[src/rtl/train_mbox_pkg.sv]
package train_mbox_pkg;
  localparam int unsigned ADDR_W = 2;

  localparam logic [ADDR_W-1:0] ADDR_STAT = 2'd0;
  localparam logic [ADDR_W-1:0] ADDR_LO   = 2'd1;
  localparam logic [ADDR_W-1:0] ADDR_HI   = 2'd2;
  localparam logic [ADDR_W-1:0] ADDR_ACK  = 2'd3;

  typedef enum logic [1:0] {
    HS_IDLE  = 2'd0,
    HS_PEND  = 2'd1,
    HS_CLOSE = 2'd2
  } hs_state_e;

  typedef enum logic [1:0] {
    SQ_MAJOR = 2'd0,
    SQ_INDEX = 2'd1,
    SQ_ARGS  = 2'd2
  } sq_state_e;
endpackage

[src/rtl/mbox_hs.sv]
module mbox_hs
  import train_mbox_pkg::*;
(
  input  logic clk_i,
  input  logic rst_ni,
  input  logic eng_valid_i,
  input  logic ack_wr_i,
  input  logic ack_bit_i,
  output logic accept_o,
  output logic pending_o,
  output logic ack_q_o,
  output logic eng_ready_o
);
  hs_state_e state_q, state_d;
  logic      ack_q;

  assign eng_ready_o = (state_q == HS_IDLE) && ack_q;
  assign accept_o    = eng_valid_i && eng_ready_o;
  assign pending_o   = (state_q == HS_PEND);
  assign ack_q_o     = ack_q;

  always_comb begin
    state_d = state_q;
    unique case (state_q)
      HS_IDLE:  if (accept_o) state_d = HS_PEND;
      HS_PEND:  if (ack_wr_i && !ack_bit_i) state_d = HS_CLOSE;
      HS_CLOSE: if (ack_wr_i && ack_bit_i) state_d = HS_IDLE;
      default:  state_d = HS_IDLE;
    endcase
  end

  always_ff @(posedge clk_i or negedge rst_ni) begin
    if (!rst_ni) begin
      state_q <= HS_IDLE;
      ack_q   <= 1'b1;
    end else begin
      state_q <= state_d;
      if (ack_wr_i) ack_q <= ack_bit_i;
    end
  end
endmodule

[src/rtl/mbox_regs.sv]
module mbox_regs
  import train_mbox_pkg::*;
#(
  parameter int unsigned DATA_W = 32,
  parameter int unsigned HALF_W = DATA_W / 2
) (
  input  logic              clk_i,
  input  logic              rst_ni,
  input  logic              accept_i,
  input  logic              stream_i,
  input  logic [DATA_W-1:0] data_i,
  input  logic              pending_i,
  input  logic              ack_q_i,
  input  logic [ADDR_W-1:0] addr_i,
  output logic [DATA_W-1:0] rdata_o
);
  localparam int unsigned PAD_W = DATA_W - HALF_W;

  logic [HALF_W-1:0] lo_q, hi_q;

  always_ff @(posedge clk_i or negedge rst_ni) begin
    if (!rst_ni) begin
      lo_q <= '0;
      hi_q <= '0;
    end else if (accept_i) begin
      lo_q <= data_i[HALF_W-1:0];
      hi_q <= stream_i ? data_i[DATA_W-1:HALF_W] : '0;
    end
  end

  always_comb begin
    rdata_o = '0;
    unique case (addr_i)
      ADDR_STAT: rdata_o[0] = ~pending_i;
      ADDR_LO:   rdata_o    = {{PAD_W{1'b0}}, lo_q};
      ADDR_HI:   rdata_o    = {{PAD_W{1'b0}}, hi_q};
      ADDR_ACK:  rdata_o[0] = ack_q_i;
      default:   rdata_o    = '0;
    endcase
  end
endmodule

[src/rtl/mbox_seq.sv]
module mbox_seq
  import train_mbox_pkg::*;
#(
  parameter int unsigned HALF_W = 16,
  parameter logic [HALF_W-1:0] CODE_STREAM = 16'h0008,
  parameter logic [HALF_W-1:0] CODE_PASS   = 16'h0007,
  parameter logic [HALF_W-1:0] CODE_FAIL   = 16'h00FF
) (
  input  logic              clk_i,
  input  logic              rst_ni,
  input  logic              accept_i,
  input  logic              stream_i,
  input  logic [HALF_W-1:0] word_lo_i,
  output logic              stream_o,
  output logic [HALF_W-1:0] args_left_o,
  output logic              done_o,
  output logic              pass_o
);
  sq_state_e         phase_q;
  logic [HALF_W-1:0] cnt_q;
  logic              done_q, pass_q;
  logic              is_pass, is_fail;

  assign is_pass = (word_lo_i == CODE_PASS);
  assign is_fail = (word_lo_i == CODE_FAIL);

  always_ff @(posedge clk_i or negedge rst_ni) begin
    if (!rst_ni) begin
      phase_q <= SQ_MAJOR;
      cnt_q   <= '0;
      done_q  <= 1'b0;
      pass_q  <= 1'b0;
    end else if (accept_i) begin
      if (!stream_i) begin
        // major word always restarts the tracker
        cnt_q   <= '0;
        phase_q <= (word_lo_i == CODE_STREAM) ? SQ_INDEX : SQ_MAJOR;
        if (!done_q && (is_pass || is_fail)) begin
          done_q <= 1'b1;
          pass_q <= is_pass;
        end
      end else begin
        unique case (phase_q)
          SQ_INDEX: begin
            cnt_q   <= word_lo_i;
            phase_q <= (word_lo_i == '0) ? SQ_MAJOR : SQ_ARGS;
          end
          SQ_ARGS: begin
            cnt_q <= cnt_q - 1'b1;
            if (cnt_q == HALF_W'(1)) phase_q <= SQ_MAJOR;
          end
          default: ;
        endcase
      end
    end
  end

  assign stream_o    = (phase_q != SQ_MAJOR);
  assign args_left_o = cnt_q;
  assign done_o      = done_q;
  assign pass_o      = pass_q;
endmodule

[src/rtl/train_mbox.sv]
module train_mbox
  import train_mbox_pkg::*;
#(
  parameter int unsigned DATA_W = 32,
  parameter int unsigned HALF_W = DATA_W / 2,
  parameter logic [HALF_W-1:0] CODE_STREAM = 16'h0008,
  parameter logic [HALF_W-1:0] CODE_PASS   = 16'h0007,
  parameter logic [HALF_W-1:0] CODE_FAIL   = 16'h00FF
) (
  input  logic              clk_i,
  input  logic              rst_ni,
  input  logic              eng_valid_i,
  input  logic              eng_stream_i,
  input  logic [DATA_W-1:0] eng_data_i,
  output logic              eng_ready_o,
  input  logic [ADDR_W-1:0] reg_addr_i,
  input  logic              reg_wr_i,
  input  logic [DATA_W-1:0] reg_wdata_i,
  output logic [DATA_W-1:0] reg_rdata_o,
  output logic              stream_o,
  output logic [HALF_W-1:0] args_left_o,
  output logic              done_o,
  output logic              pass_o
);
  logic accept, pending, ack_q, ack_wr;

  assign ack_wr = reg_wr_i && (reg_addr_i == ADDR_ACK);

  mbox_hs u_hs (
    .clk_i       (clk_i),
    .rst_ni      (rst_ni),
    .eng_valid_i (eng_valid_i),
    .ack_wr_i    (ack_wr),
    .ack_bit_i   (reg_wdata_i[0]),
    .accept_o    (accept),
    .pending_o   (pending),
    .ack_q_o     (ack_q),
    .eng_ready_o (eng_ready_o)
  );

  mbox_regs #(.DATA_W(DATA_W), .HALF_W(HALF_W)) u_regs (
    .clk_i     (clk_i),
    .rst_ni    (rst_ni),
    .accept_i  (accept),
    .stream_i  (eng_stream_i),
    .data_i    (eng_data_i),
    .pending_i (pending),
    .ack_q_i   (ack_q),
    .addr_i    (reg_addr_i),
    .rdata_o   (reg_rdata_o)
  );

  mbox_seq #(
    .HALF_W(HALF_W), .CODE_STREAM(CODE_STREAM),
    .CODE_PASS(CODE_PASS), .CODE_FAIL(CODE_FAIL)
  ) u_seq (
    .clk_i       (clk_i),
    .rst_ni      (rst_ni),
    .accept_i    (accept),
    .stream_i    (eng_stream_i),
    .word_lo_i   (eng_data_i[HALF_W-1:0]),
    .stream_o    (stream_o),
    .args_left_o (args_left_o),
    .done_o      (done_o),
    .pass_o      (pass_o)
  );
endmodule

[config.mk]
export PLATFORM = sky130hd
export DESIGN_NAME = train_mbox
export DESIGN_NICKNAME = d
export VERILOG_FILES = /design/src/rtl/train_mbox_pkg.sv /design/src/rtl/mbox_hs.sv /design/src/rtl/mbox_regs.sv /design/src/rtl/mbox_seq.sv /design/src/rtl/train_mbox.sv
export SDC_FILE = /design/constraint.sdc
export NUM_CORES = 1
export LEC_CHECK = 0
export CAP_MARGIN = 20
export CORE_MARGIN = 4
export CORE_UTILIZATION = 30
export CTS_BUF_LIST = sky130_fd_sc_hd__clkbuf_8
export DETAILED_ROUTE_END_ITERATION = 7
export DONT_BUFFER_PORTS = 1
export PLACE_DENSITY = 0.5
export SETUP_SLACK_MARGIN = 0.02
export SYNTH_ARGS = -nofsm -noshare
export SYNTH_HDL_FRONTEND = slang
export SYNTH_HIERARCHICAL = 1
export SYNTH_SLANG_ARGS = --single-unit
[constraint.sdc]
create_clock -name clk_i -period 2 [get_ports clk_i]
set_clock_uncertainty 0.15 [all_clocks]
set_input_delay 0.2 -clock clk_i [delete_from_list [all_inputs] [get_ports clk_i]]
set_output_delay 0.2 -clock clk_i [all_outputs]
set_load 0.005 [all_outputs]
==> results of run 1 <==
[cell type report]
cell class,instances,area [µm²]
Clock buffer,5,68.8
Clock inverter,3,27.5
Fill cell,1066,6460
Inverter,26,97.6
Multi-Input combinational cell,249,1620
Sequential cell,55,1380
Tap cell,136,170
Timing Repair Buffer,62,596
[what timing repair did]
item	in CTS	in global routing
setup endpoints to repair	3	22
setup buffers	0	1
gates resized for setup	1	7
hold endpoints to repair	104	0
hold buffers	40	0
pin swaps	0	4
[power breakdown]
part	switching [mW]	internal [mW]	leakage [nW]
Sequential	0.277	1.46	0.694
Clock	0.410	0.258	0.0463
Combinational	0.629	0.650	0.890
[cells by family after synthesis]
| logic type | synth area share (%) |
|---|---|
| AND/OR/NAND/NOR | 19.5 |
| multiplexers | 6.19 |
| other | 0.116 |
| adder cells (fa/ha/maj) | 2.32 |
| buffers and inverters | 10.3 |
| AO/OA/AOI/OAI | 17.9 |
| XOR/XNOR | 1.08 |
| flip-flops | 42.6 |
[per-layer routing]
layer | wire length, µm | share of wire (%) | global-route usage (%)
met5 | 0 | 0 | 0
met2 | 4550 | 47 | 24.0
met4 | 260 | 2.7 | 5.52
met1 | 4080 | 42 | 20.1
met3 | 733 | 7.6 | 4.73
[critical path, cell delays in order, from the launching register on]
cell	delay (ns)
dfstp_2	0.58
nand2_2	0.07
nor3_4	0.23
nand4b_1	0.16
nor2_1	0.11
or4b_4	0.46
nand3_2	0.08
[sequential cells by signal (all words and copies together), names as in the netlist]
| name | count |
|---|---|
| u_seq/pass_o | 1 |
| u_hs/ack_q_o | 1 |
| u_regs/hi_q | 16 |
| u_seq/args_left_o | 16 |
| u_regs/lo_q | 16 |
| u_seq/done_o | 1 |
| u_seq/phase_q | 2 |
| u_hs/state_q | 2 |
[cell usage in the layout, fill, tap and decap left out, types with 13 or more instances in the layout]
master / instances
conb_1: 16
a21oi_1: 13
a22oi_1: 16
nor2_1: 13
mux2_2: 16
nand2_1: 14
dlygate4sd3_1: 39
dfrtp_1: 53
nand3_1: 20
nor2b_1: 18
buf_4: 21
inv_1: 26
o21ai_0: 40
[worst paths after layout]
path,depth (start not counted),start,to,slack (ns)
max in group asynchronous,2,rst_ni,u_hs/ack_q_o,1.13
hold reg to reg,1,u_regs/lo_q[3],u_regs/lo_q[3],0.37
min in group asynchronous,2,rst_ni,u_seq/args_left_o[8],0.28
setup / recovery,6,u_hs/ack_q_o,u_seq/args_left_o[15],0.1
hold / removal,2,eng_data_i[3],u_seq/pass_o,0.01
setup reg to reg,6,u_hs/ack_q_o,u_seq/args_left_o[15],0.1
[through the flow]
step / area [µm²] / TNS [ns] / hold slack, ns
detailed placement: 3410 / 0 / -0.242
finish: 3960 / 0 / 0.0147
CTS: 3930 / 0 / 0.00119
floorplan: 3300 / 0 / -0.246
global route: 3960 / -0.0468 / 0.0155
global placement: 3410 / 0 / -0.242
==> impl_metrics.toml, run 1 <==
[run_status]
status = "completed"

[global_routing]
grt_pass1_wl_mm = 15.4
track_usage_pct = 15.4
globalRouteOverflowTotal = 0
antenna_found_initial = 0
grt_pass1_vias = 2758
grt_start_max_net_pins = 56

[finish]
diodes = 0
fin_util_pct = 38.0
areaGrowthSynthToFinish_pct = 22.3
layout-drive-gt1-share_pct = 16.0
nets = 476
final_cell_count_no_fill = 536

[cts]
cts-root-buf = "clkbuf_8"
clk_latency_ns = 0.31
cts_tree = "yes"
ctsHtreeMaxLevel = 2
max-clock-path-buffers = 2
cts_buffers = 5
cts.sink_count = 55
clkSlewWorstSetupHoldPaths_ns = 0.11

[power]
finalPower_mw = 3.68
leakage_nw = 1.63
pwr_density_cell_nw_per_um2 = 931
irDropWorstVdd_mv = 0.345

[placement]
hpwlAfterDp_mm = 6.56
place_ws_ns = 0.00810
dp.cells = 487
place.gp.congestion = 0.798
io_buffers = 0

[setup_path]
critPathLaunchType = "flip-flop"
cp.arrival_ns = 2.01
critPathKind = "reg2reg"
path_max_fanout = 4
cp-end-kind = "flip-flop"
required_ns = 2.10

[synthesis]
ys_async_sr_fraction_pct = 100
netlist_top_cells_area = "dfrtp_1, o21ai_0, mux2_2"
synth.distinct_cells = 54
synth_edf_count = 0
synth.ff_latch_count = 55
synth-main-ff-cell = "dfrtp_1"
syn_area_um2 = 3240
ys_seq_area_share_pct = 42.6
synth.most_common_cell = "dfrtp_1"
yosysTopAreaCell = "dfrtp_1"
ys_top_cells_by_count = "dfrtp_1, o21ai_0, inv_1"
avgSynthCellArea_um2 = 9.22
yosys_warnings = 6
synth.top_cell.area_share_pct = 41.8
synthCells = 351

[timing]
final-max-slew-violation-count = 0
worstMarginPinSlew_ns = 0.789
final.min_clock_period_ns = 1.90
period_share_pct = 95.2
setup_slack_ns = 0.0960
hold_viol_final = 0
rsz0062_at_grt = "yes"
slew_headroom_pct = 47.2
setup_viol = 0
max_clock_freq_ghz = 0.525

[detailed_routing]
wl_per_cell_um = 17.9
vias = 2772
first_pass_iters = 4
drcViolationCount = 0
viasPerCell = 5.17
wl_mm = 9.62
antenna_left = 0
drt_iter0_drc = 177

[flow_run]
drv_cap = 0

[floorplanning]
dieArea_um2 = 12500
ios = 123
core_area_um2 = 10400
initial_utilization_pct = 31.1
rows = 37
fp.dieH_um = 112
die_width_um = 112

[min_path]
hold_path_class = "in2reg"
No activity file was read; power rests on OpenSTA's default activity.
==> run 2, diff against run 1 <==
CORE_MARGIN = unset   (was 4)
MAX_ROUTING_LAYER = met4   (was unset)
clock period = 1.7 ns   (was 2 ns; I/O delays follow)
==> run 2 against run 1 <==
- register-to-register slack got worse by 0.24 ns
- clock-buffer cell count did not move
- critical endpoint unchanged
- routed wire length rose by 5.2%
- flip-flop and latch count did not move
- total power rose by 31%
- global-route usage rose by 3.7 points
- worst setup slack got worse by 0.24 ns
- worst hold slack got worse by 0.17 ns
- the flow now finishes with violations (negative hold slack, negative setup slack)
- highest routed layer unchanged
- fmax rose by 3.2%
- critical path depth fell by 1
- die area fell by 10%
==> impl_metrics.toml, run 2 (synthesis gave the netlist of run 1 again) <==
[setup_path]
path_max_fanout = 5
cp.arrival_ns = 1.96
critPathLaunchType = "flip-flop"
critPathKind = "reg2reg"
cp-end-kind = "flip-flop"
required_ns = 1.81

[finish]
fillers = 1024
seqCellArea_um2 = 1380
areaGrowthSynthToFinish_pct = 36.6
diodes = 0
final_common_cell = "buf_4"
layout-drive-gt1-share_pct = 31.1
final_area_um2 = 4420
nets = 501
multi_input_area_um2 = 1820
fin_util_pct = 42.6
mostFrequentLayoutCells = "buf_4, dfrtp_1, inv_1"

[placement]
place_area_um2 = 3630
hpwlAfterDp_mm = 6.66
place_ws_ns = -0.107
place.gp.congestion = 0.796
io_buffers = 0

[cts]
ctsHtreeMaxLevel = 2
clk_latency_ns = 0.31
max-clock-path-buffers = 2
cts-root-buf = "clkbuf_8"
cts_hold_buffers = 24
cts_buffers = 5
cts_tree = "yes"
clkSlewWorstSetupHoldPaths_ns = 0.10
cts.sink_count = 55

[floorplanning]
fp.dieH_um = 106
dieArea_um2 = 11200
rows = 37
die_width_um = 106
initial_utilization_pct = 31.2
core_area_um2 = 10400
ios = 123

[timing]
whs_ns = -0.158
period_share_pct = 109
final-max-slew-violation-count = 0
max_clock_freq_ghz = 0.542
setup_viol = 41
final.min_clock_period_ns = 1.85
rsz0062_at_grt = "yes"
setup_slack_ns = -0.146
finalSetupTns_ns = -2.97
hold_viol_final = 20

[detailed_routing]
drt_iter0_drc = 156
antenna_left = 0
vias = 2901
wl_per_cell_um = 18.0
drcViolationCount = 0
first_pass_iters = 4
viasPerCell = 5.17
wl_mm = 10.1

[power]
internal_power_mw = 3.09
seq_power_share_pct = 41.4
pwr_density_cell_nw_per_um2 = 1100
irDropWorstVdd_mv = 0.485
leakage_nw = 1.82
power.share.switching_pct = 36.2
p_sw_mw = 1.75
clockPowerShare_pct = 15.6
p_comb_share_pct = 42.9

[flow_run]
drv_cap = 0

[global_routing]
antenna_found_initial = 0
grt_start_max_net_pins = 56
globalRouteOverflowTotal = 0
grt_pass1_wl_mm = 15.8
track_usage_pct = 19.1
grt_pass1_vias = 2898

[run_status]
status = "complete, but fails checks"
violations = "negative hold slack, negative setup slack"

[min_path]
hold_path_class = "in2reg"
-- run 2: cell types whose count changed in the layout (fill, tap and decap cells not counted), moves of 5 or more --
| cell | previous run | this run |
|---|---|---|
| buf_4 | 21 | 51 |
| o21ai_0 | 40 | 17 |
| o21ai_1 | 2 | 24 |
| dlygate4sd3_1 | 39 | 23 |
| a31oi_1 | 7 | 2 |
| a31oi_4 | 0 | 5 |
-- run 2: timing repair --
item | 4_1_cts | 5_1_grt
setup buffers | 7 | 5
endpoints found under the hold margin | 104 | 20
cloned | 3 | 0
endpoints found under the setup margin | 47 | 50
gates resized for setup | 43 | 39
pin swaps | 7 | 10
-- run 2: cell type report --
class	instances	share of cell area [%]
Clock inverter	3	0.453
Multi-Input combinational cell	249	41.1
Tap cell	136	3.85
Inverter	26	2.21
Timing Repair Buffer	87	19.5
Clock buffer	5	1.56
Sequential cell	55	31.3
-- run 2: worst max-delay path, cell delays in order, from the launching register on --
cell	delay, ns
dfrtp_1	0.46
buf_4	0.18
nor4_4	0.31
nand2_2	0.12
or4b_1	0.48
nand3_1	0.09
-- run 2: worst paths after layout --
kind / end / start / cells after the start / slack, ns
worst min-delay path: u_regs/hi_q[3] / eng_stream_i / 2 / -0.16
worst max-delay path: u_seq/args_left_o[15] / u_seq/args_left_o[0] / 5 / -0.15
worst max register to register: u_seq/args_left_o[15] / u_seq/args_left_o[0] / 5 / -0.15
min in group asynchronous: u_seq/args_left_o[13] / rst_ni / 2 / 0.22
worst min register to register: u_regs/lo_q[11] / u_regs/lo_q[11] / 1 / 0.37
max in group asynchronous: u_hs/ack_q_o / rst_ni / 2 / 0.87
-- run 2: power by group through the flow --
| stage | Combinational [mW] | Clock (mW) | Sequential, mW |
|---|---|---|---|
| 2_1_floorplan | 1.02 | 0 | 1.99 |
| 3_3_place_gp | 1.59 | 0 | 2.01 |
| 3_5_place_dp | 1.61 | 0 | 2.03 |
| 4_1_cts | 1.89 | 0.785 | 2.01 |
| 5_1_grt | 2.28 | 0.842 | 2.07 |
| 6_report | 2.08 | 0.757 | 2.00 |
-- run 2: routing by layer --
layer  share of wire, %  GRT usage, %  vias to the layer above
met3                6.7          4.82                       10
met1                 43          24.3                     1427
met2                 49          30.3                       92
li1                   -             -                     1372
met5                  0             -                        -
met4                1.4          4.96                        0
-- run 2: through the flow --
step	std cells	total power, mW
floorplan	366	3.01
global placement	514	3.61
detailed placement	514	3.64
CTS	556	4.68
global route	561	5.19
finish	561	4.84
